[config.mk]
export PLATFORM = sky130hd
export DESIGN_NAME = xlt_cache
export DESIGN_NICKNAME = d
export VERILOG_FILES = /design/src/rtl/xlt_pkg.sv /design/src/rtl/xlt_lfsr.sv /design/src/rtl/xlt_match.sv /design/src/rtl/xlt_victim.sv /design/src/rtl/xlt_cache.sv
export SDC_FILE = /design/constraint.sdc
export NUM_CORES = 2
export LEC_CHECK = 0
export BUFFER_PORTS_ARGS = -buffer_cell sky130_fd_sc_hd__buf_2
export CORE_MARGIN = 2
export CORE_UTILIZATION = 50
export CTS_CLUSTER_SIZE = 12
export DETAILED_ROUTE_END_ITERATION = 16
export PLACE_DENSITY_LB_ADDON = 0.3
export SYNTH_ARGS = -nofsm -noshare
export SYNTH_HDL_FRONTEND = slang
export SYNTH_SLANG_ARGS = --single-unit
[constraint.sdc]
create_clock -name clk -period 5.45 [get_ports clk]
set_clock_uncertainty 0.15 [all_clocks]
set_input_delay 0.8175 -clock clk [delete_from_list [all_inputs] [get_ports clk]]
set_output_delay 0.8175 -clock clk [all_outputs]
set_load 0.05 [all_outputs]
[src/rtl/xlt_pkg.sv]
// Shared geometry, entry layout and page-match helpers for the translation cache.
// Assumes 32-bit virtual and physical addresses, 4 KB small and 1 MB large pages.
package xlt_pkg;
    localparam int VA_W      = 32;
    localparam int PG_SHIFT  = 12;
    localparam int BIG_SHIFT = 20;
    localparam int TAG_W     = VA_W - PG_SHIFT;
    localparam int BIG_TAG_W = VA_W - BIG_SHIFT;
    localparam int DOM_W     = 4;
    localparam int PERM_W    = 3;

    typedef struct packed {
        logic              vld;
        logic              big;
        logic [TAG_W-1:0]  tag;
        logic [TAG_W-1:0]  frame;
        logic [DOM_W-1:0]  dom;
        logic [PERM_W-1:0] perm;
    } xlt_entry_t;

    typedef enum logic [2:0] {
        OP_INV_MAIN = 3'd0,
        OP_INV_LOCK = 3'd1,
        OP_INV_VA   = 3'd2,
        OP_LOCK     = 3'd3,
        OP_SET_MODE = 3'd4
    } mc_op_e;

    typedef enum logic {
        REPL_RAND = 1'b0,
        REPL_RR   = 1'b1
    } repl_mode_e;

    // True when a valid entry's page contains the address.
    function automatic logic covers(xlt_entry_t e, logic [VA_W-1:0] va);
        if (!e.vld) return 1'b0;
        if (e.big) return e.tag[TAG_W-1 -: BIG_TAG_W] == va[VA_W-1 -: BIG_TAG_W];
        return e.tag == va[VA_W-1:PG_SHIFT];
    endfunction

    // Physical address formed from an entry and the untranslated offset.
    function automatic logic [VA_W-1:0] xlate(xlt_entry_t e, logic [VA_W-1:0] va);
        if (e.big) return {e.frame[TAG_W-1 -: BIG_TAG_W], va[BIG_SHIFT-1:0]};
        return {e.frame, va[PG_SHIFT-1:0]};
    endfunction
endpackage

[src/rtl/xlt_lfsr.sv]
// Free-running Fibonacci LFSR, advancing every cycle.
// Assumes W in 2..10 so that a maximal-length tap mask is known; seeded to 1.
module xlt_lfsr #(
    parameter int W = 5
) (
    input  logic         clk,
    input  logic         rst_n,
    output logic [W-1:0] state
);
    function automatic logic [15:0] tap_mask(int w);
        case (w)
            2:       return 16'h0003;
            3:       return 16'h0006;
            4:       return 16'h000C;
            5:       return 16'h0014;
            6:       return 16'h0030;
            7:       return 16'h0060;
            8:       return 16'h00B8;
            9:       return 16'h0110;
            10:      return 16'h0240;
            default: return 16'h0014;
        endcase
    endfunction

    localparam logic [15:0]  TAP16 = tap_mask(W);
    localparam logic [W-1:0] TAPS  = TAP16[W-1:0];

    // Shift in the parity of the tapped bits each cycle.
    always_ff @(posedge clk) begin
        if (!rst_n) state <= W'(1);
        else        state <= {state[W-2:0], ^(state & TAPS)};
    end
endmodule

[src/rtl/xlt_match.sv]
// Parallel page compare over a group of entries; reports any hit and the
// lowest-index hitting entry. Assumes the group holds at most one cover per page.
module xlt_match
    import xlt_pkg::*;
#(
    parameter int N = 4
) (
    input  xlt_entry_t [N-1:0] ents,
    input  logic [VA_W-1:0]    va,
    output logic               hit,
    output xlt_entry_t         ent
);
    logic [N-1:0] hv;

    for (genvar g = 0; g < N; g++) begin : g_cmp
        assign hv[g] = covers(ents[g], va);
    end

    // Select the lowest-index hitting entry.
    always_comb begin
        ent = '0;
        for (int i = N - 1; i >= 0; i--) begin
            if (hv[i]) ent = ents[i];
        end
    end

    assign hit = |hv;
endmodule

[src/rtl/xlt_victim.sv]
// Main-array victim choice: lowest free slot first, otherwise round-robin
// pointer or LFSR value. Assumes N is a power of two.
module xlt_victim
    import xlt_pkg::*;
#(
    parameter int N = 32
) (
    input  logic                 clk,
    input  logic                 rst_n,
    input  repl_mode_e           mode,
    input  logic [N-1:0]         vld,
    input  logic                 commit,
    output logic [$clog2(N)-1:0] victim
);
    localparam int IW = $clog2(N);

    logic [IW-1:0] rnd;
    logic [IW-1:0] rr_ptr;
    logic [IW-1:0] free_idx;
    logic          has_free;

    xlt_lfsr #(.W(IW)) i_lfsr (
        .clk   (clk),
        .rst_n (rst_n),
        .state (rnd)
    );

    // Find the lowest-index invalid slot.
    always_comb begin
        has_free = 1'b0;
        free_idx = '0;
        for (int i = N - 1; i >= 0; i--) begin
            if (!vld[i]) begin
                has_free = 1'b1;
                free_idx = IW'(i);
            end
        end
    end

    // Pick the victim from the free slot or the active policy.
    always_comb begin
        if (has_free)            victim = free_idx;
        else if (mode == REPL_RR) victim = rr_ptr;
        else                      victim = rnd;
    end

    // Advance the round-robin pointer only on round-robin evictions.
    always_ff @(posedge clk) begin
        if (!rst_n)                                     rr_ptr <= '0;
        else if (commit && !has_free && mode == REPL_RR) rr_ptr <= rr_ptr + 1'b1;
    end
endmodule

[src/rtl/xlt_cache.sv]
// Fully associative translation cache with a pinned area beside the main array.
// A lookup that misses raises a walk; the response fills a main or pinned slot.
// While a walk is outstanding, all lookups and commands are dropped.
// Assumes the walker answers every request exactly once.
module xlt_cache
    import xlt_pkg::*;
#(
    parameter int MAIN_N = 32,
    parameter int LOCK_N = 4
) (
    input  logic                      clk,
    input  logic                      rst_n,
    input  logic                      lk_valid,
    input  logic [31:0]               lk_va,
    output logic                      lk_rsp_valid,
    output logic                      lk_hit,
    output logic                      lk_locked,
    output logic [31:0]               lk_pa,
    output logic [3:0]                lk_domain,
    output logic [2:0]                lk_perm,
    output logic                      busy,
    output logic                      wk_req,
    output logic [31:0]               wk_va,
    input  logic                      wk_rsp_valid,
    input  logic                      wk_rsp_big,
    input  logic [19:0]               wk_rsp_frame,
    input  logic [3:0]                wk_rsp_domain,
    input  logic [2:0]                wk_rsp_perm,
    input  logic                      mc_valid,
    input  logic [2:0]                mc_op,
    input  logic [31:0]               mc_va,
    input  logic [$clog2(LOCK_N)-1:0] mc_slot,
    input  logic                      mc_mode
);
    localparam int MIDX_W = $clog2(MAIN_N);
    localparam int LIDX_W = $clog2(LOCK_N);

    xlt_entry_t [MAIN_N-1:0] main_q;
    xlt_entry_t [LOCK_N-1:0] lock_q;
    logic [MAIN_N-1:0]       main_vld;
    logic                    waiting;
    logic                    pend_lock;
    logic [LIDX_W-1:0]       pend_slot;
    repl_mode_e              repl_mode;
    logic                    main_hit_any;
    logic                    lock_hit_any;
    xlt_entry_t              main_ent;
    xlt_entry_t              lock_ent;
    xlt_entry_t              sel_ent;
    xlt_entry_t              new_ent;
    logic [MIDX_W-1:0]       victim;
    logic                    lk_fire;
    logic                    mc_fire;
    logic                    install;
    mc_op_e                  op;

    assign op      = mc_op_e'(mc_op);
    assign mc_fire = mc_valid && !waiting;
    assign lk_fire = lk_valid && !waiting && !mc_valid;
    assign install = waiting && wk_rsp_valid;
    assign busy    = waiting;
    assign wk_req  = waiting;

    for (genvar g = 0; g < MAIN_N; g++) begin : g_vld
        assign main_vld[g] = main_q[g].vld;
    end

    xlt_match #(.N(MAIN_N)) i_match_main (
        .ents (main_q),
        .va   (lk_va),
        .hit  (main_hit_any),
        .ent  (main_ent)
    );

    xlt_match #(.N(LOCK_N)) i_match_lock (
        .ents (lock_q),
        .va   (lk_va),
        .hit  (lock_hit_any),
        .ent  (lock_ent)
    );

    xlt_victim #(.N(MAIN_N)) i_victim (
        .clk    (clk),
        .rst_n  (rst_n),
        .mode   (repl_mode),
        .vld    (main_vld),
        .commit (install && !pend_lock),
        .victim (victim)
    );

    // Pinned hits take precedence over main hits.
    assign sel_ent = lock_hit_any ? lock_ent : main_ent;

    // Build the entry to install from the walk response.
    always_comb begin
        new_ent       = '0;
        new_ent.vld   = 1'b1;
        new_ent.big   = wk_rsp_big;
        new_ent.tag   = wk_va[VA_W-1:PG_SHIFT];
        new_ent.frame = wk_rsp_frame;
        new_ent.dom   = wk_rsp_domain;
        new_ent.perm  = wk_rsp_perm;
    end

    // Main array: flushes, drops by address, and fills.
    always_ff @(posedge clk) begin
        if (!rst_n) begin
            for (int i = 0; i < MAIN_N; i++) main_q[i] <= '0;
        end else begin
            if (mc_fire && op == OP_INV_MAIN) begin
                for (int i = 0; i < MAIN_N; i++) main_q[i].vld <= 1'b0;
            end
            if (mc_fire && op == OP_INV_VA) begin
                for (int i = 0; i < MAIN_N; i++) begin
                    if (covers(main_q[i], mc_va)) main_q[i].vld <= 1'b0;
                end
            end
            if (install && !pend_lock) main_q[victim] <= new_ent;
        end
    end

    // Pinned area: flush, drop by address, and pin fills.
    always_ff @(posedge clk) begin
        if (!rst_n) begin
            for (int i = 0; i < LOCK_N; i++) lock_q[i] <= '0;
        end else begin
            if (mc_fire && op == OP_INV_LOCK) begin
                for (int i = 0; i < LOCK_N; i++) lock_q[i].vld <= 1'b0;
            end
            if (mc_fire && op == OP_INV_VA) begin
                for (int i = 0; i < LOCK_N; i++) begin
                    if (covers(lock_q[i], mc_va)) lock_q[i].vld <= 1'b0;
                end
            end
            if (install && pend_lock) lock_q[pend_slot] <= new_ent;
        end
    end

    // Walk control: start on a miss or a pin command, finish on a response.
    always_ff @(posedge clk) begin
        if (!rst_n) begin
            waiting   <= 1'b0;
            pend_lock <= 1'b0;
            pend_slot <= '0;
            wk_va     <= '0;
        end else if (install) begin
            waiting   <= 1'b0;
            pend_lock <= 1'b0;
        end else if (mc_fire && op == OP_LOCK) begin
            waiting   <= 1'b1;
            pend_lock <= 1'b1;
            pend_slot <= mc_slot;
            wk_va     <= mc_va;
        end else if (lk_fire && !lock_hit_any && !main_hit_any) begin
            waiting   <= 1'b1;
            pend_lock <= 1'b0;
            wk_va     <= lk_va;
        end
    end

    // Replacement policy register, pseudo-random out of reset.
    always_ff @(posedge clk) begin
        if (!rst_n)                           repl_mode <= REPL_RAND;
        else if (mc_fire && op == OP_SET_MODE) repl_mode <= repl_mode_e'(mc_mode);
    end

    // Registered lookup result.
    always_ff @(posedge clk) begin
        if (!rst_n) begin
            lk_rsp_valid <= 1'b0;
            lk_hit       <= 1'b0;
            lk_locked    <= 1'b0;
            lk_pa        <= '0;
            lk_domain    <= '0;
            lk_perm      <= '0;
        end else begin
            lk_rsp_valid <= lk_fire;
            lk_hit       <= lk_fire && (lock_hit_any || main_hit_any);
            lk_locked    <= lk_fire && lock_hit_any;
            if (lk_fire && (lock_hit_any || main_hit_any)) begin
                lk_pa     <= xlate(sel_ent, lk_va);
                lk_domain <= sel_ent.dom;
                lk_perm   <= sel_ent.perm;
            end else if (lk_fire) begin
                lk_pa     <= '0;
                lk_domain <= '0;
                lk_perm   <= '0;
            end
        end
    end
endmodule

# Yosys cells after proc, flatten, opt, wreduce, memory -nomap -nowiden
# Index checks and enable logic that the tools add are counted.
# word_totals
input_bits	103
ff_bits	1853
elab_cells	1302
# classes
order_cmp	4
reduce_logical	35
n_mux	883
bitwise	2
addsub	1
n_eq_ne	148
# op_table
cell	count
$mux 48	37
$bwmux 1568	1
$mux 1568	1
$eq 20x20->1	72
$eq 12x12->1	72
$mux 1	794
$demux 49 s5	1
$bwmux 196	1
$mux 196	1
$mux 32	6
$mux 5	34
$demux 49 s2	1
$mux 49	2
$reduce_or 32->1	1
$logic_and 1x1->1	19
$mux 4	2
$eq 3x2->1 const B	2
$logic_not 1->1	6
$lt 5x6->1 const B	1
$mux 3	2
$add 5x1->5 const B	1
$ge 5x1->1 const B	1
$reduce_xor 5->1	1
$reduce_and 2->1	2
other kinds (10)	12

# Logic depth before layout (Yosys ltp)
# logic_depth
word_depth	42
depth_mapped	16
mapped_depth_nobuf	11

# By module
# A second synthesis with hierarchy kept.
# unflattened
hier_cells	13326
area_unflattened_um2	103181.5
# modules_own_cells
module	instances	cells_each	area_each_um2
xlt_cache	1	9318	77423.0
xlt_match (i_match_main)	1	3503	22389.0
xlt_match (i_match_lock)	1	395	2489.9
xlt_victim	1	99	740.7
xlt_lfsr	1	11	138.9

# Worst setup path after synthesis
# No wires, ideal clock.
# synth_timing
kind	input to register
startpoint	input port lk_va[30]
endpoint	register lk_pa[14]
path_buffers	3
required_time_ps	5174
path_stages	14
arrival_ps	3852
setup_ps	126
setup_slack_ps	1322
cell_sequence	buf_4 -> buf_6 -> xnor2_1 -> nand2_1 -> or4_1 -> o22ai_1 -> or4_4 -> or4b_4 -> o41ai_4 -> inv_2 -> buf_6 -> and3_1 -> a21oi_1 -> o31ai_1
# synth_via
elab_chain_cells	42
elab_cells_between_ends	227
classes_between	eq/ne (72); mux (150); reduce/logical (5)
# synth_lines
element	line	text
from (decl)	xlt_cache.sv:14	input logic [31:0] lk_va,
$eq 12x12->1	xlt_pkg.sv:37	if (e.big) return e.tag[TAG_W-1 -: BIG_TAG_W] == va[VA_W-1 -: BIG_TAG_W];
$mux 1	xlt_pkg.sv:37	
$mux 1	xlt_pkg.sv:38	return e.tag == va[VA_W-1:PG_SHIFT];
$mux 1	xlt_pkg.sv:37	
$mux 48 (32 in series)	xlt_match.sv:23	if (hv[i]) ent = ents[i];
$mux 48	xlt_cache.sv:92	assign sel_ent = lock_hit_any ? lock_ent : main_ent;
$mux 1	xlt_pkg.sv:43	if (e.big) return {e.frame[TAG_W-1 -: BIG_TAG_W], va[BIG_SHIFT-1:0]};
$mux 1	xlt_cache.sv:180	if (lk_fire && (lock_hit_any || main_hit_any)) begin
$mux 1	xlt_cache.sv:169	if (!rst_n) begin
$mux 32	xlt_pkg.sv:44	return {e.frame, va[PG_SHIFT-1:0]};
$mux 32	xlt_cache.sv:180	
to (signal assigned)	xlt_cache.sv:181	lk_pa <= xlate(sel_ent, lk_va);
to (decl)	xlt_cache.sv:18	output logic [31:0] lk_pa,
# Parallel ways exist; a longest one is shown, timed or not. The select of a mux whose other input is x is not followed.
# A chain may end at the register's enable or synchronous reset.

==> results <==
- The number of hold violations in the final report is 0.
- The clock period minus worst slack is 5.11 ns.
- The endpoint type of the worst setup path is a register.
- After detailed placement, the design holds a cell count of 12,900.
- CTS built an H-tree with a depth of 4.
- For this block, the initial DRC count from the detailed router was 10,400.
- For this run, the register share of the synthesized area comes to approximately 40%.
- For the worst-skew pair, the clock arrives at the later sink with an insertion delay of 0.86 ns.
- The remaining design rule violation count is 0.
- The clock transition time at the flip-flop clock pins of the worst setup and hold paths is 0.06 ns.
- Net switching is 24.8% of the power.
- The library cell contributing the largest single delay on the critical path is nand3_4.
- The setup path with the least slack is of type register to register.
- After floorplanning, the core was divided into approximately 160 placement rows.
- The chip height is approximately 440 microns.
- Summed over all layers, the global routing overflow is 0.
- The final weighted congestion in routability-driven placement is around 1.
- The count of maximum capacitance violations is 0.
- The die footprint is slightly below 200,000 sq um.
- The worst path meets setup with 0.338 ns of slack.
- The number of distinct library cell variants in the gate-level netlist after synthesis is 86.
- The number of antenna violations at the first check in global routing is 46.
- TritonCTS built the clock tree.
- The synthesized netlist cell count is 10,700.
- Of the post-synthesis cell area, the dominant cell type holds 39.1%.
- The total area inside the core boundary comes to 188,000 sq um.
- The pre-CTS worst setup slack is -0.101 ns.
- The number of global-route vias before repair is 80,200.
- The clock passes through at most 3 buffers.
- The most frequent cell after synthesis is nand2_1.
- The number of gates resized after CTS was 0.
- The maximum achievable frequency is 0.196 GHz.
- The total via count in the routed design is 83,500.
- Dividing total power by cell area gives a power density of 280 nW/um^2.
- The half-perimeter wire length after detailed placement is 252 mm.
- Using the TritonRoute via totals, the vias-per-cell ratio works out to 6.27.
- The final standard cell utilization of the core is 56.5%.
- The root buffer cell chosen for the clock tree is clkbuf_16.
- The dominant synthesized flop cell is dfxtp_1.
- In the final routed layout, each cell accounts on average for 28.2 microns.
- Sequential cells burn 45.9% of the power.
- The relative area change from synthesis to final layout is 12.0%.
- The area after detailed placement is 99,400 sq um.
- The flow ran to the end, and the final reports show no timing, DRC or antenna violations.
- The number of synthesized flops with an enable pin is 0.
- STA classifies the critical path startpoint as a register.
- The internal portion of total power is 22.3 mW.
- In this design, the stage delay of the slowest critical-path cell is 1.11 ns.
- The largest vdd supply drop is 0.262 mV.
- Data arrives at the worst endpoint at roughly 5.7 ns.
- The worst max-slew margin expressed relative to the limit is 4.70%.
- Synthesis produced a netlist with a net count of 10,800.
- The class of the tightest hold or removal check is input pin to register.
- A synthesized cell averages 8.83 sq um.
- The transition time at the pin with the least slew margin is 1.43 ns.
- Once the clock tree was built, the setup fixing pass inserted 0 buffers.
- The post-route standard cell area excluding fillers is 106,000 sq um.
- The number of clock buffers added by TritonCTS is 202.
- The number of pins exceeding their max-slew limit in the final report is 0.
- After the flow finishes, the layout carries non-filler instances totaling ~13,000.
- Entering global routing, the biggest net connects 260 pins.
- The most area-hungry cell type in the Yosys netlist is dfxtp_1.
- The number of port buffers is 178.
- Of all nets on the critical path, the largest fanout is 38.
- Walking the worst path, the cells encountered are nand4_1 -> nor3_1 -> nand2_1 -> nor2_1 -> a311oi_1 -> a21boi_2 -> nand3_4 -> buf_4 -> mux2i_1.
- The die boundary width is 439 microns.
- By count the netlist is led by nand2_1 (2,322), dfxtp_1 (1,853), mux2i_1 (1,583), xor2_1 (915), clkbuf_1 (682).
- The first-pass iteration count of the detailed router is 6.
- Of the total power, combinational logic draws 6.6%.
- The net count of the finished layout is between 10,000 and 15,000.
- The first-pass GRT wire length is 544 mm.
- The total of endpoints with negative setup slack in the final report is 0.
- The total wire length after detailed routing is 376 mm.
- Setup repair after global routing left no endpoint under its margin.
- Sorting the synthesized cells by area gives the leading types as dfxtp_1 (39%), mux2i_1 (17%), nand2_1 (9.2%), xor2_1 (8.5%), xnor2_1 (4.9%).
- The static leakage power is 44.3 nW.
- Of the available clock period, the critical path in the final layout requires 93.8%.
- For this run, asynchronously set or reset flops after synthesis account for 0%.
- The total clock sinks is 1,853.
- The fraction of final layout cells with drive strength greater than 1 is 9.95%.
- The post-synthesis cell area is 94,800 sq um.
- The number of synthesized register bits is approximately 1,900.
- Global routing used 37.7% of the available tracks.
- The part of the total power dissipated in the clock network is about 48%.
- The required time of the critical path is 6.00 ns.
- The residual antenna-violating net count after detailed routing is 0.
- The initial core utilization is 50.4%.
- The net switching component of the power is 7.37 mW.
- The number of warnings printed during yosys synthesis is 0.
- The number of I/O pins is about 180.
==> cell usage in the layout (no fill, tap or decap), types with 138 or more instances in the layout <==
master        n
nor4_1      268
nand3_1     164
buf_2       177
dfxtp_1    1853
a21oi_1     188
xor2_1      915
a21boi_0    221
nor3_1      147
nor2_1      304
o21ai_0     138
mux2i_1    1583
nand4_1     185
nand2_1    2307
buf_4       407
xnor2_1     532
clkbuf_16   207
==> stage by stage <==
| stage | total power [mW] | TNS [ns] | hold WS, ns |
|---|---|---|---|
| 6_report | 29.7 | 0 | 0.0405 |
| 4_1_cts | 29.7 | 0 | 0.00114 |
| 3_3_place_gp | 15.8 | -0.0104 | 0.289 |
| 3_5_place_dp | 15.8 | -0.182 | 0.295 |
| 2_1_floorplan | 15.1 | 0 | 0.279 |
| 5_1_grt | 30.3 | 0 | 0.0364 |
==> power by group through the flow <==
stage	sequential, mW	combinational, mW	clock, mW
final	13.6	1.95	14.1
after global routing	13.6	2.01	14.7
after CTS	13.6	1.89	14.2
after detailed placement	13.9	1.88	0
after global placement	13.9	1.87	0
after floorplan	14.0	1.14	0
==> final timing paths <==
check                    from        to  slack, ns  cells after the start
setup reg to reg  main_q[930]  register       0.34                      9
hold / removal       lk_va[7]  lk_pa[7]       0.04                      2
setup / recovery  main_q[930]  register       0.34                      9
hold reg to reg      register  register       0.30                      2
==> per-layer routing <==
metal	up-vias	part of all wire, %	global-route usage [%]
met1	40800	41	51.1
met3	1042	13	11.6
met5	-	0.081	0
met4	42	4.7	16.4
li1	36800	-	-
met2	4831	41	54.8
==> area by class of cell <==
cell class	count	area [sq um]
timing repair buffer	641	5070
tap	2495	3120
sequential	1853	37100
multi-input combinational	7922	54000
clock buffer	298	6000
clock inverter	62	717
fill	16700	81800
antenna	9	22.5
inverter	39	146
==> worst max-delay path: cells and delay by family, from the launching register on <==
kind,cells,cell delay (ns)
simple gates,5,1.94
compound gates,2,1.60
mux,1,0.15
buf+inv,1,0.57
flops,1,0.49
==> repair_timing <==
action	CTS	global route
hold buffers	1	0
endpoints found under the hold margin	1	0
endpoints found under the setup margin	0	0
==> logic make-up after synthesis <==
kind of cell / Yosys count / share of synthesized area, %
AND/OR/NAND/NOR: 3682 / 17.1
buffers and inverters: 963 / 4.42
adder cells (fa/ha/maj): 1 / 0.0132
XOR/XNOR: 1447 / 13.4
AO/OA/AOI/OAI: 1209 / 9.24
flip-flops: 1853 / 39.1
multiplexers: 1583 / 16.7
(Power assumes the default switching activity.)
